===== src/rtl/pmu_cfg_window.sv =====
module pmu_cfg_window #(
  parameter int NCNT      = 6,
  parameter int W         = 32,
  parameter bit FINE_TRAP = 1'b1,
  parameter bit EXT_USER  = 1'b1
) (
  input  logic            clk,
  input  logic            rst_n,
  input  logic            req_valid,
  input  logic            req_write,
  input  logic [1:0]      req_level,
  input  logic [4:0]      req_sel,
  input  logic [W-1:0]    req_wdata,
  input  logic            user_en,
  input  logic            user_ext_en,
  input  logic            user_evt_ro,
  input  logic            user_cyc_ro,
  input  logic [NCNT-1:0] user_mask,
  input  logic            user_mask_cyc,
  input  logic            host_redirect,
  input  logic            l2_enabled,
  input  logic            l2_group_trap,
  input  logic            l2_pm_trap,
  input  logic [4:0]      l2_limit,
  input  logic            l3_pm_trap,
  input  logic            l3_undef_first,
  output logic            rsp_valid,
  output logic [2:0]      rsp_code,
  output logic [W-1:0]    rsp_rdata
);

  localparam logic [2:0] C_OK = 3'd0, C_UNDEF = 3'd1, C_TL1 = 3'd2, C_TL2 = 3'd3,
                         C_TL3 = 3'd4, C_RAZ = 3'd5, C_WI = 3'd6;
  localparam logic [5:0] CNT6 = 6'(NCNT);

  logic [W-1:0] evt_q [NCNT];
  logic [W-1:0] cyc_q;
  logic [W-1:0] sel_val;
  logic         mask_bit, ro_bit, is_cyc, beyond_impl, beyond_lim;
  logic         lockout, ext_on, user_ok;
  logic [2:0]   code;
  logic         commit;

  assign is_cyc      = (req_sel == 5'd31);
  assign beyond_impl = !is_cyc && ({1'b0, req_sel} >= CNT6);
  assign beyond_lim  = !is_cyc && (req_sel >= l2_limit);
  assign lockout     = l3_pm_trap && l3_undef_first;
  assign ext_on      = EXT_USER && user_ext_en;
  assign user_ok     = user_en || ext_on;
  assign ro_bit      = is_cyc ? user_cyc_ro : user_evt_ro;

  always_comb begin
    sel_val  = is_cyc ? cyc_q : '0;
    mask_bit = is_cyc ? user_mask_cyc : 1'b0;
    for (int i = 0; i < NCNT; i++) begin
      if (req_sel == 5'(i)) begin
        sel_val  = evt_q[i];
        mask_bit = user_mask[i];
      end
    end
  end

  always_comb begin
    code = C_OK;
    if (beyond_impl)
      code = FINE_TRAP ? C_UNDEF : (req_write ? C_WI : C_RAZ);
    else if (req_level == 2'd3)
      code = C_OK;
    else if (req_level == 2'd2)
      code = lockout ? C_UNDEF : (l3_pm_trap ? C_TL3 : C_OK);
    else if (lockout)
      code = C_UNDEF;
    else if (req_level == 2'd0 && !user_ok)
      code = host_redirect ? C_TL2 : C_TL1;
    else if (l2_enabled && (l2_group_trap || l2_pm_trap))
      code = C_TL2;
    else if (l2_enabled && beyond_lim)
      code = FINE_TRAP ? C_TL2 : (req_write ? C_WI : C_RAZ);
    else if (l3_pm_trap)
      code = C_TL3;
    else if (req_level == 2'd0 && ext_on) begin
      if (!req_write && !mask_bit)                code = C_RAZ;
      else if (req_write && (!mask_bit || ro_bit)) code = C_WI;
    end
  end

  assign commit = req_valid && req_write && (code == C_OK);

  for (genvar g = 0; g < NCNT; g++) begin : g_evt
    always_ff @(posedge clk) begin
      if (!rst_n)                              evt_q[g] <= '0;
      else if (commit && req_sel == 5'(g))     evt_q[g] <= req_wdata;
    end
  end

  always_ff @(posedge clk) begin
    if (!rst_n)                cyc_q <= '0;
    else if (commit && is_cyc) cyc_q <= req_wdata;
  end

  always_ff @(posedge clk) begin
    if (!rst_n) begin
      rsp_valid <= 1'b0;
      rsp_code  <= C_OK;
      rsp_rdata <= '0;
    end else begin
      rsp_valid <= req_valid;
      rsp_code  <= req_valid ? code : C_OK;
      rsp_rdata <= (req_valid && !req_write && code == C_OK) ? sel_val : '0;
    end
  end

  assert_rsp_follows_req_R11: assert property (@(posedge clk) disable iff (!rst_n)
    req_valid |=> rsp_valid);
  assert_no_spurious_rsp_R11: assert property (@(posedge clk) disable iff (!rst_n)
    !req_valid |=> !rsp_valid);
  assert_rdata_zero_unless_ok_R11: assert property (@(posedge clk) disable iff (!rst_n)
    (rsp_valid && rsp_code != C_OK) |-> rsp_rdata == '0);
  assert_out_of_range_R3: assert property (@(posedge clk) disable iff (!rst_n)
    (req_valid && !is_cyc && {1'b0, req_sel} >= CNT6) |=>
      rsp_code == (FINE_TRAP ? C_UNDEF : ($past(req_write) ? C_WI : C_RAZ)));
  assert_level3_passes_R4: assert property (@(posedge clk) disable iff (!rst_n)
    (req_valid && req_level == 2'd3 && (is_cyc || {1'b0, req_sel} < CNT6)) |=> rsp_code == C_OK);
  assert_cyc_untouched_R11: assert property (@(posedge clk) disable iff (!rst_n)
    !(req_valid && req_write && is_cyc) |=> $stable(cyc_q));

endmodule


===== config.mk =====
export PLATFORM = sky130hd
export DESIGN_NAME = pmu_cfg_window
export DESIGN_NICKNAME = d
export VERILOG_FILES = /design/src/rtl/pmu_cfg_window.sv
export SDC_FILE = /design/constraint.sdc
export NUM_CORES = 1
export LEC_CHECK = 0
export CORE_ASPECT_RATIO = 0.6
export CORE_MARGIN = 5
export CORE_UTILIZATION = 52
export DETAILED_ROUTE_END_ITERATION = 10
export PLACE_DENSITY = 0.76
export SYNTH_ARGS = -nofsm -noshare
export SYNTH_HDL_FRONTEND = slang
export SYNTH_SLANG_ARGS = --single-unit

===== constraint.sdc =====
create_clock -name clk -period 5 [get_ports clk]
set_input_delay 0.75 -clock clk [delete_from_list [all_inputs] [get_ports clk]]
set_output_delay 0.75 -clock clk [all_outputs]
set_load 0.01 [all_outputs]

After elaboration in Yosys (flattened, before gate mapping)
Memory sizes are Yosys's and may differ from the RTL's.
Index checks and enable logic that the tools add are counted.
Widths: inputs -> output; s select.
{"block": "word_totals", "reg_bits": 68, "mem_bits_rw": 192, "input_bits": 65, "output_inout_bits": 36, "n_memories": 1}
{"name": "evt_q", "depth": 6, "word_bits": 32, "rd": 6, "rd_ports_with_merged_regs": 0, "write_ports": 6, "line_no": "36", "source": "logic [W-1:0] evt_q [NCNT];"}
{"block": "classes", "order_cmp": 2, "eq_ne": 8, "muxes": 54, "bitwise_logic": 6, "n_reduce_logical": 32}
{"op": "$mux 32", "count": 13}
{"op": "$mux 3", "count": 13}
{"op": "$mux 1", "count": 28}
{"op": "$logic_and 1x1->1", "count": 20}
{"op": "$eq 5x2->1 const B", "count": 2}
{"op": "$eq 5x3->1 const B", "count": 2}
{"op": "$or 1x1->1", "count": 6}
{"op": "$eq 5x1->1 const B", "count": 1}
{"op": "$eq 5x5->1 const B", "count": 1}
{"op": "$ge 5x3->1 const B", "count": 1}
{"op": "$ge 5x5->1", "count": 1}
{"op": "$logic_not 5->1", "count": 1}
{"op": "$eq 2x2->1 const B", "count": 2}
{"op": "$logic_not 1->1", "count": 4}
{"op": "$reduce_and 2->1", "count": 2}
{"op": "$logic_not 3->1", "count": 1}
{"op": "$logic_or 1x1->1", "count": 3}
{"op": "$logic_not 2->1", "count": 1}

Depth between registers and ports, before layout
{"block": "depth", "depth_word": 29, "depth_mapped": 11}

Worst setup path before layout
No wires, ideal clock.
{"block": "synth_path", "path_kind": "input port to flip-flop", "startpoint": "input port req_sel[0]", "endpoint": "memory evt_q[5][0], enable pin", "t_arrival_ns": 4.742, "path_slack_ns": -0.208, "path_stages": 10, "cell_sequence": "buf_2 -> inv_1 -> ha_1 -> nand2b_1 -> a31oi_1 -> o21ai_0 -> a2111oi_0 -> o31ai_4 -> nand4_1 -> o21ai_0"}
{"element": "from (decl)", "line_no": "12", "source": "input logic [4:0] req_sel,"}
{"element": "to (decl)", "line_no": "36"}

==> out/qor.csv <==
stage;metric;value;unit
routing;drc;0;
critical_path;crit_path_end_kind;flip-flop;
routing;routed_wl;27.4;mm
pwr;p_switching;960;µW
pwr;p_per_area;347;nW/µm²
final_layout;final_layout_size_suffix_gt1_frac;0.0770;
outcome;outcome;completed;
clocking;holdBufCountCts;0;
clocking;numCtsBuffers;24;
logic_synthesis;ys_ff_latch;260;
logic_synthesis;synthArstFlopShare;0;
global_route;grt_pass1_vias;7582;
logic_synthesis;synth_nets;983;
logic_synthesis;synth-seq-area-share;0.667;
logic_synthesis;synth_edf_count;192;
logic_synthesis;synth_most_common_cell;edfxtp_1;
floorplan;ios;101;
placement;gp_congestion;0.841;
critical_path;crit_chain;clkdlybuf4s50_1 > or3_1 > a211o_1 > a211oi_1 > nor4_1 > nor2_2 > nand4_1 > o21ai_4;
clocking;worst_skew_pair.late_latency;520;ps
logic_synthesis;synthTopCellsByArea;edfxtp_1 54%, dfxtp_1 13%, mux2i_1 6.1%;
floorplan;die_area;23600;µm²
placement;hpwlAfterDp;16.5;mm
logic_synthesis;syn_inst;913;
clocking;cts.sinks;260;
sta;rsz0062_at_grt;false;
sta;post-route-min-period;3960;ps
routing;drtIter0Drc;871;
clocking;cts-root-buf;clkbuf_16;
pwr;leakagePower;0.00442;µW
routing;num_vias;7747;
final_layout;area.growth.synth_to_final;19.7;%
critical_path;ff2ff_setup_slack;3600;ps
critical_path;worst_setup_path_start_kind;input pin;
global_route;grt_antenna_before_repair;0;
global_route;grt_pass1_wl;43.1;mm
critical_path;required;5130;ps
clocking;h-tree-depth;1;
worst_hold_path;hold_path.class;reg -> reg;
logic_synthesis;ys_warn_count;0;
logic_synthesis;synth_common_cells;192 x edfxtp_1, 170 x nor2_1, 115 x nand2_1;
placement;dp.cells;1255;
critical_path;path_max_fanout;32;
placement;post_dp_cell_area;12000;µm²
sta;tightest_slew;1130;ps
logic_synthesis;ys_types;45;
logic_synthesis;syn_area;10700;µm²
job;drv_cap;0;
floorplan;core_area;20100;µm²
final_layout;fin_cells;1299;
routing;first_pass_iters;5;
critical_path;arrival;4090;ps
final_layout;num-fill-cells;1596;
final_layout;fin_nets;1078;
pwr;p_int;3480;µW
sta;max_freq;253;MHz
logic_synthesis;synth_ff_type;edfxtp_1;
sta;hold_ws;462;ps
logic_synthesis;synth_area_leader_cell;edfxtp_1;
final_layout;final_area;12800;µm²
logic_synthesis;avgSynthCellArea;11.7;µm²
clocking;clk_pin_slew;60;ps
critical_path;max_stage_delay;930;ps
logic_synthesis;synth_top_area_frac;0.539;
global_route;grt_overflow;0;
clocking;cts_tree;yes;
clocking;clk_path_buf_depth;3;
clocking;cts_resized;0;
floorplan;fp.dieH;121;µm
global_route;grt_max_degree;54;
placement;io_buffers;100;
sta;fin_skew;8.69;ps
pwr;pwr-share-seq;0.543;
sta;hold_viol_final;0;
pwr;comb_power_share;0.057;
critical_path;crit_slowest_cell;o21ai_4;
global_route;groute.usage.overall;0.230;
clocking;cts_setup_buffers;0;
pwr;clkPwrFrac;0.400;
routing;via_per_inst;5.96;
routing;wl_per_cell;21.1;µm
final_layout;diodes;0;
pwr;netSwitchingFraction;0.216;
floorplan;die_w;195;µm
routing;ant_nets;0;
critical_path;worst-setup-path-type;in -> reg;
sta;drv_slew;0;
sta;fin_setup_tns;0;ps
sta;post-route-period-util;0.792;
pwr;ir_worst_vdd;0.285;mV
sta;slew_headroom;0.244;
final_layout;finish.utilization;0.636;
sta;setup_viol;0;
floorplan;start_util;0.531;
floorplan;row_count;40;
-- placed cells by master (no fill, tap or decap), drive strengths merged, types with 3 or more instances in the layout --
cell,n
mux2i,65
nor4,3
a21oi,36
clkdlybuf4s50,98
nand2b,4
ha,5
nand2,115
o21ai,36
clkinv,8
clkbuf,33
nand4,7
nor2,171
edfxtp,192
nand3,7
inv,8
a221oi,32
nor3,37
dfxtp,68
and2,5
buf,32
a22oi,32
-- critical path, delay by kind of cell --
kind / cells / cell delay [ps]
AO/OA/AOI/OAI: 3 / 1580
AND/OR/NAND/NOR: 4 / 1180
buffers and inverters: 1 / 560
-- metal layers --
metal	wire length, µm	GRT usage	up-vias
met5	0	0	-
met4	355	0.0471	0
met3	2600	0.0497	31
met2	12200	0.352	376
met1	12300	0.342	3823
li1	-	-	3517
-- final cells by class --
class,count,area [µm²],share of cell area
clock inverter,11,83.8,0.00655
multi-input combinational,585,3300,0.258
clock buffer,33,676,0.0528
timing repair buffer,130,1240,0.0970
inverter,7,26.3,0.00205
tap,273,342,0.0267
sequential,260,7130,0.557
-- logic make-up (layout without fill, tap and decap cells) --
family | count (synthesis) | after routing | share of synthesized area
AND/OR/NAND/NOR | 361 | 361 | 0.142
flip-flops | 260 | 260 | 0.667
AO/OA/AOI/OAI | 154 | 154 | 0.0970
buffers and inverters | 68 | 181 | 0.0275
multiplexers | 65 | 65 | 0.0608
adder cells (fa/ha/maj) | 5 | 5 | 0.00585
-- worst paths after layout --
kind / start / endpoint / cells past startpoint
setup / recovery: req_sel[4] / evt_q[5][11] / 8
hold / removal: cyc_q[20] / cyc_q[20] / 2
setup reg to reg: evt_q[3][25] / rsp_rdata[25] / 4
hold reg to reg: cyc_q[20] / cyc_q[20] / 2
-- power groups by stage --
| stage | Sequential, µW | Clock (µW) | Combinational [µW] |
|---|---|---|---|
| after global placement | 2460 | 0 | 248 |
| after CTS | 2410 | 1800 | 253 |
| after floorplan | 2450 | 0 | 128 |
| after detailed placement | 2460 | 0 | 251 |
| final | 2410 | 1780 | 254 |
| after global routing | 2420 | 1880 | 274 |
-- through the flow --
stage / setup WS [ps] / total power (µW)
after detailed placement: 571 / 2710
final: 1040 / 4440
after global routing: 816 / 4570
after floorplan: 655 / 2580
after global placement: 710 / 2700
after CTS: 1100 / 4460
-- sequential cells by signal, summed over array words and instances (netlist names) --
register and count:
cyc_q 32, rsp_rdata 32, evt_q 192, rsp_code 3
rsp_valid 1
Power figures use the tool's default switching activity.
